$ cat config.mk
export PLATFORM = sky130hd
export DESIGN_NAME = endian_steer
export DESIGN_NICKNAME = d
export VERILOG_FILES = /design/src/rtl/endian_pkg.sv /design/src/rtl/endian_lane_map.sv /design/src/rtl/endian_byte_order.sv /design/src/rtl/endian_steer.sv
export SDC_FILE = /design/constraint.sdc
export NUM_CORES = 1
export LEC_CHECK = 0
export BUFFER_PORTS_ARGS = -buffer_cell sky130_fd_sc_hd__buf_4
export CORE_MARGIN = 2
export CORE_UTILIZATION = 25
export DETAILED_ROUTE_END_ITERATION = 6
export GPL_TIMING_DRIVEN = 0
export PLACE_DENSITY = 0.4
export SETUP_SLACK_MARGIN = 0.2
export SLEW_MARGIN = 30
export SYNTH_ARGS = -nofsm -noshare
export SYNTH_HDL_FRONTEND = slang
export SYNTH_SLANG_ARGS = --single-unit
$ cat constraint.sdc
create_clock -name clk -period 5.5 [get_ports clk]
set_input_delay 0.825 -clock clk [delete_from_list [all_inputs] [get_ports clk]]
set_output_delay 0.825 -clock clk [all_outputs]
set_load 0.02 [all_outputs]
$ cat src/rtl/endian_pkg.sv
package endian_pkg;
    localparam int BUS_BYTES = 8;
    localparam int LANE_W    = $clog2(BUS_BYTES);
    localparam int BUS_W     = 8 * BUS_BYTES;
    localparam int SIZE_W    = $clog2(LANE_W + 1);

    typedef enum logic [1:0] {
        INV_BYTE  = 2'd0,
        INV_HALF  = 2'd1,
        INV_WORD  = 2'd2,
        INV_DWORD = 2'd3
    } inv_e;

    typedef enum logic {
        ST_IDLE = 1'b0,
        ST_RESP = 1'b1
    } resp_state_e;
endpackage

$ cat src/rtl/endian_lane_map.sv
module endian_lane_map
    import endian_pkg::*;
(
    input  logic [LANE_W-1:0] offset,
    input  logic [SIZE_W-1:0] size,
    input  logic              big_endian,
    input  inv_e              inv,
    output logic [LANE_W-1:0] lane,
    output logic              swap,
    output logic              misalign
);
    logic [LANE_W-1:0] size_mask;
    logic [LANE_W-1:0] flip;

    always_comb begin
        size_mask = LANE_W'((1 << size) - 1);
        flip      = LANE_W'((1 << inv) - (1 << size));
        misalign  = |(offset & size_mask);
        lane      = offset;
        swap      = 1'b0;
        if (big_endian) begin
            if (inv == INV_BYTE) begin
                swap = 1'b1;
            end else if (SIZE_W'(inv) > size) begin
                lane = offset ^ flip;
            end
        end
    end
endmodule

$ cat src/rtl/endian_byte_order.sv
module endian_byte_order
    import endian_pkg::*;
(
    input  logic [BUS_W-1:0]  din,
    input  logic [SIZE_W-1:0] size,
    input  logic              reverse,
    output logic [BUS_W-1:0]  dout
);
    always_comb begin
        int nb;
        nb   = 1 << size;
        dout = '0;
        for (int i = 0; i < BUS_BYTES; i++) begin
            if (i < nb) begin
                if (reverse)
                    dout[8*i +: 8] = din[8*(nb-1-i) +: 8];
                else
                    dout[8*i +: 8] = din[8*i +: 8];
            end
        end
    end
endmodule

$ cat src/rtl/endian_steer.sv
module endian_steer
    import endian_pkg::*;
(
    input  logic              clk,
    input  logic              rst_n,
    input  logic              req_valid,
    input  logic              req_write,
    input  logic [LANE_W-1:0] req_offset,
    input  logic [SIZE_W-1:0] req_size,
    input  logic              big_endian,
    input  logic [1:0]        inv_sel,
    input  logic [BUS_W-1:0]  st_data,
    output logic [BUS_BYTES-1:0] be_out,
    output logic [BUS_W-1:0]  bus_wdata,
    output logic              misalign,
    input  logic [BUS_W-1:0]  mem_rdata,
    output logic              ld_valid,
    output logic [BUS_W-1:0]  ld_data
);
    logic [LANE_W-1:0]    lane;
    logic                 swap;
    logic                 bad_align;
    logic [BUS_W-1:0]     st_packed;
    logic [BUS_BYTES-1:0] size_be;
    logic                 load_take;

    resp_state_e          state_q, state_d;
    logic [LANE_W-1:0]    ctx_lane_q;
    logic [SIZE_W-1:0]    ctx_size_q;
    logic                 ctx_swap_q;
    logic [BUS_W-1:0]     rd_shifted;

    endian_lane_map u_map (
        .offset     (req_offset),
        .size       (req_size),
        .big_endian (big_endian),
        .inv        (inv_e'(inv_sel)),
        .lane       (lane),
        .swap       (swap),
        .misalign   (bad_align)
    );

    endian_byte_order u_st_order (
        .din     (st_data),
        .size    (req_size),
        .reverse (swap),
        .dout    (st_packed)
    );

    always_comb begin
        size_be   = BUS_BYTES'({BUS_BYTES{1'b1}} >> (BUS_BYTES - (1 << req_size)));
        misalign  = req_valid && bad_align;
        load_take = req_valid && !req_write && !bad_align;
        if (req_valid && !bad_align) begin
            be_out    = size_be << lane;
            bus_wdata = req_write ? (st_packed << {lane, 3'b000}) : '0;
        end else begin
            be_out    = '0;
            bus_wdata = '0;
        end
    end

    // state register and captured load context
    always_ff @(posedge clk or negedge rst_n) begin
        if (!rst_n) begin
            state_q    <= ST_IDLE;
            ctx_lane_q <= '0;
            ctx_size_q <= '0;
            ctx_swap_q <= 1'b0;
        end else begin
            state_q <= state_d;
            if (load_take) begin
                ctx_lane_q <= lane;
                ctx_size_q <= req_size;
                ctx_swap_q <= swap;
            end
        end
    end

    always_comb begin
        unique case (state_q)
            ST_IDLE: state_d = load_take ? ST_RESP : ST_IDLE;
            ST_RESP: state_d = load_take ? ST_RESP : ST_IDLE;
            default: state_d = ST_IDLE;
        endcase
    end

    // outputs
    always_comb begin
        unique case (state_q)
            ST_IDLE: ld_valid = 1'b0;
            ST_RESP: ld_valid = 1'b1;
            default: ld_valid = 1'b0;
        endcase
        rd_shifted = mem_rdata >> {ctx_lane_q, 3'b000};
    end

    endian_byte_order u_ld_order (
        .din     (rd_shifted),
        .size    (ctx_size_q),
        .reverse (ctx_swap_q),
        .dout    (ld_data)
    );
endmodule

## After elaboration in Yosys (flattened, before gate mapping)

Index checks and enable logic that the tools add are counted.

| cells by class | value |
|---|---|
| add/sub/neg operators | 18 |
| multipliers | 0 |
| divide/modulo/power cells | 0 |
| order comparisons | 17 |
| equal/unequal tests | 0 |
| shift operators | 23 |
| multiplexer cells | 42 |
| bitwise logic cells | 3 |
| reductions and logical operators | 8 |

Operators with widths:

| kind | number |
|---|---|
| $shiftx 64x32->8 | 16 |
| $mux 8 | 33 |
| $lt 4x32->1 const A | 8 |
| $sub 29x4->29 const B | 8 |
| $lt 3x32->1 const A | 4 |
| $mux 64 | 2 |
| $sub 29x2->29 const B | 4 |
| $sub 29x3->29 const B | 4 |
| $lt 1x32->1 const A | 2 |
| $lt 2x32->1 const A | 2 |
| $shl 1x2->32 const A | 2 |
| $shl 64x6->64 | 1 |
| $shr 64x6->64 | 1 |
| $shr 8x32->8 const A | 1 |
| $sub 5x32->32 const A | 1 |
| $mux 3 | 3 |
| $shl 8x3->8 | 1 |
| $logic_and 1x1->1 | 4 |
| $and 3x3->3 | 1 |
| $mux 1 | 3 |
| $reduce_or 3->1 | 1 |
| $shl 1x2->3 const A | 1 |
| $sub 3x3->3 | 1 |
| $xor 3x3->3 | 1 |
| other kinds (5) | 6 |

| word-level totals | value |
|---|---|
| register bits after elaboration | 7 |
| latch bits | 0 |
| memory bits (writable) | 0 |
| bits in read-only memories | 0 |
| input bits | 140 |
| output and inout port bits | 138 |
| logic and storage cells | 115 |
| memories kept | 0 |

## Logic depth before layout (Yosys ltp)

| logic depth | value |
|---|---|
| depth in word-level cells | 9 |
| mapped depth | 15 |
| mapped depth without buffers | 10 |

## Hierarchy

From an unflattened synthesis, not the netlist that was laid out.

| unflattened totals | value |
|---|---|
| cells, all modules | 1,271 |
| area, all modules | 11,373.4 µm² |

Modules (own cells, without submodules):

| module | instances | cells each | area each (µm²) | seq. area each (µm²) |
|---|---|---|---|---|
| endian_byte_order | 2 | 381 | 3,523.4 | 0.0 |
| endian_steer | 1 | 479 | 4,111.4 | 175.2 |
| endian_lane_map | 1 | 30 | 215.2 | 0.0 |

## Worst setup path after synthesis

Ideal clock, no wire load.

| timing | value |
|---|---|
| kind | input to output |
| start | input req_size[1] |
| end | output bus_wdata[59] |
| data arrival time | 4.156 ns |
| required time | 4.675 ns |
| setup slack | 0.519 ns |
| stages | 14 |
| buffers on the path | 4 |
| cells stage by stage | inv_1 > ha_1 > buf_2 > buf_1 > inv_1 > ha_1 > buf_2 > buf_4 > mux4_2 > nand3_1 > a221o_1 > mux2_2 > and2_1 > o31ai_1 |

| on the way | value |
|---|---|
| cells in the longest elaborated chain, start to end | 9 |
| elaborated cells on any way between the ends | 54 |
| classes of those cells | 9 x add/sub; 9 x order compare; 10 x shift; 21 x mux; 2 x bitwise; 3 x reduce/logical |

Ends and longest elaborated chain:

| item | RTL line | source |
|---|---|---|
| start, declared | endian_steer.sv:9 | `input logic [SIZE_W-1:0] req_size,` |
| $shl 1x2->32 | endian_lane_map.sv:16, endian_lane_map.sv:17 |  |
| $sub 29x2->29 / $sub 3x3->3 (equally long branches) | endian_byte_order.sv:16, endian_lane_map.sv:17 |  |
| $sub 29x2->29, or another cell as far along | endian_byte_order.sv:16 | `dout[8*i +: 8] = din[8*(nb-1-i) +: 8];` |
| $shiftx 64x32->8 / $mux 3 (equally long branches) | endian_byte_order.sv:16, endian_lane_map.sv:24 |  |
| $mux 8 / $mux 3 (equally long branches) | endian_byte_order.sv:15, endian_lane_map.sv:22 |  |
| $mux 8 / $mux 3 (equally long branches) | endian_byte_order.sv:14, endian_lane_map.sv:21 |  |
| $shl 64x6->64 | endian_steer.sv:56 | `bus_wdata = req_write ? (st_packed << {lane, 3'b000}) : '0;` |
| $mux 64 | endian_steer.sv:56 |  |
| $mux 64 (*) | endian_steer.sv:54 | `if (req_valid && !bad_align) begin` |
| end, declared | endian_steer.sv:14 | `output logic [BUS_W-1:0] bus_wdata,` |

Mark *: on every way between the ends. The rest lies on a longest branch, timed or not.

## Worst setup path in the final report

| timing | value |
|---|---|
| start | input req_size[0] |
| end | output bus_wdata[56] |

The elaborated chain is that of the path after synthesis.

==> metrics <==
die height 210 µm; Post-Syn Instances 1256; headroom to the max-slew limit 29.2%; MaxCap Viol Count 0; RSZ-0062 raised after global routing true; wire per inst 33.8 µm; pre-CTS setup slack -1.22 ns; EDFF count, synth 0; H-tree levels 1; Worst Hold Class input pin to async pin; vias in the first global route 13200; root buffer cell clkbuf_16; CTS tree done; first-pass GRT wire length 98500 µm; CP top delay family buffers and inverters; placed cells 2073; GRT Total Usage 30.5%; Cell Pwr Density 275 nW/µm²; most used flip-flop cell after synthesis dfrtp_1; routed via count 13500; Area Overhead vs Synth 31.2%; Starting Density 25.3%; syn_area_per_cell 8.48 µm²; Die Area 44300 µm²; row cnt 75; FF+latch count, synth 7; nets 1715; total CTS buffers 3; hold buffers post-CTS 0; slowest stage cell, crit path a221o_1; # DRC 0; final max-slew violation count 0; startpoint class of the critical path input pin; Arr. time, crit path 4.42 ns; post-synth cell types 80; Post-Syn Area 10700 µm²; IO Port Bufs 277; Post-Route WL 70600 µm; status completed; DRT Pass-1 Iters 7; placed cell area 13400 µm²; CP cell instances buf_4 > clkinvlp_4 > ha_4 > buf_8 > inv_2 > clkbuf_4 > ha_1 > buf_6 > buf_12 > buf_6 > mux4_2 > nand3_1 > a221o_1 > nor2_1 > o22ai_1 > o221ai_1 > buf_4; Die W 210 µm; DP Wirelength 54400 µm; fin crit period 5.25 ns; measured slew at the worst slew-check pin 1.06 ns; worst vdd ir 98.3 µV; Reg clk slew, reported paths 0.04 ns; count of final setup violators 0; antenna violations before repair 6; commonest cells after routing, fill and taps aside 303 x buf_4, 135 x mux4_2, 134 x nor2_1, 117 x mux2i_1, 112 x nand2_1; critical path class input pin to output port; Final ANT Viol Nets 0; CTS sink count 7; Final Worst Setup Slack 0.254 ns; GR Overflow Total 0; WP data required 4.68 ns; Fin Setup TNS 0 ns; Buf/Inv on CP 9; largest net degree at the start of global routing 12; critical path's largest stage delay 0.50 ns; most common cell after layout, fill and taps aside buf_4; Final Skew 0 ns; Via density 6.48; final hold violation count 0; clock latency on the worst-skew pair 0.24 ns; Mapped Nets 1422; Bufs on Longest Clock Path 2; Yosys warning total 0; Worst Path Max Fanout 11; Std-Cell Core Area 42000 µm²; Final Cycle Share 95.4%; post-route cell area 14000 µm²; Async SR Flop Fraction 100%; layout cells sized above 1 40.4%; number of DRC markers in iteration 0 1812; post-layout util 33.2%; Seq/Total Area, Yosys 1.64%; fmax 191 MHz; final non-filler cell total 2088; Worst setup EP type output port; RD Place Congestion 0.969; leakage 5.46 nW; # IOs 278
-- worst register-to-register path, cell delays in order, from the launching register on --
cell and delay, ns:
dfrtp_1 0.44, inv_1 0.14, buf_2 0.30, clkbuf_1 0.53, clkbuf_1 0.59, o21ai_0 0.20
-- state kept, by name (all words and copies together) (netlist names) --
name and flops:
ctx_lane_q 3, ctx_size_q 2, ctx_swap_q 1, state_q 1
-- cells in the mapped netlist, drive strengths merged (7+ instances only) --
master,count,share of area (%)
o21ai,65,3.1
o211ai,9,0.63
o31ai,7,0.49
a21o,9,0.63
o22ai,37,2.2
and2,9,0.53
mux4,135,29
clkbuf,63,2.2
nor2b,11,0.65
a21oi,41,1.9
nand2,113,4.0
o221ai,39,3.2
nor2,141,5.0
ha,25,2.9
nor3,18,0.95
a221o,8,0.75
a32oi,9,0.74
buf,65,3.8
a22oi,8,0.56
mux2,67,7.1
mux2i,125,12
or2,7,0.41
a2bb2oi,12,0.99
a222oi,10,0.94
a31oi,10,0.59
inv,26,0.94
a221oi,13,1.1
a211oi,23,1.7
o22a,7,0.58
and3,12,0.70
nand2b,39,2.3
dfrtp,7,1.6
nand3,29,1.4
-- per-stage QoR --
stage | hold WS [ns] | power [mW]
4_1_cts | 0.394 | 3.71
3_3_place_gp | 0.646 | 3.55
6_report | 0.396 | 3.84
2_1_floorplan | 0.529 | 2.26
3_5_place_dp | 0.646 | 3.53
5_1_grt | 0.402 | 3.98
-- path summary, 6_finish.rpt --
path | slack, ns | cells after the start | end | startpoint
worst max-delay path | 0.25 | 17 | bus_wdata[56] | req_size[0]
worst min-delay path | 0.40 | 1 | ctx_lane_q[2] | rst_n
worst max register to register | 3.16 | 5 | ctx_lane_q[2] | ctx_lane_q[2]
worst min register to register | 0.77 | 2 | ctx_size_q[1] | ctx_size_q[1]
max in group asynchronous | 4.98 | 1 | ctx_lane_q[1] | rst_n
min in group clk | 0.77 | 2 | ctx_size_q[1] | ctx_size_q[1]
-- what timing repair did --
action,in CTS,in global routing
resized for setup,56,37
endpoints found under the setup margin,98,56
buffers inserted,6,4
pin swaps,6,5
-- kinds of logic (layout without fill, tap and decap cells) --
family                   after synthesis  after routing  synth area share (%)
AO/OA/AOI/OAI                        342            342                  23.1
XOR/XNOR                               7              7                 0.916
adder cells (fa/ha/maj)               26             26                  3.12
buffers and inverters                156            448                  7.04
flip-flops                             7              7                  1.64
multiplexers                         327            327                  47.4
other                                  0              1                     0
AND/OR/NAND/NOR                      391            391                  16.8
-- where the power goes --
group	switching (mW)	internal, mW
Sequential	0.0130	0.0624
Combinational	2.25	1.39
Clock	0.0304	0.0956
-- area by class of cell --
class | instances | area [µm²]
clock inverter | 1 | 5.00
buffer | 128 | 724
inverter | 28 | 114
timing repair buffer | 288 | 2160
tap | 539 | 674
antenna | 1 | 2.50
fill | 4493 | 28100
clock buffer | 3 | 75.1
sequential | 7 | 175
multi-input combinational | 1093 | 10000
-- layer usage --
metal / GRT usage, % / vias up / part of all wire [%]
met4: 9.93 / 4 / 3.8
met3: 6.03 / 144 / 9.5
li1: - / 5609 / -
met5: 0 / - / 0.038
met2: 48.9 / 942 / 46
met1: 41.3 / 6821 / 41
No activity file was read; power rests on OpenSTA's default activity.
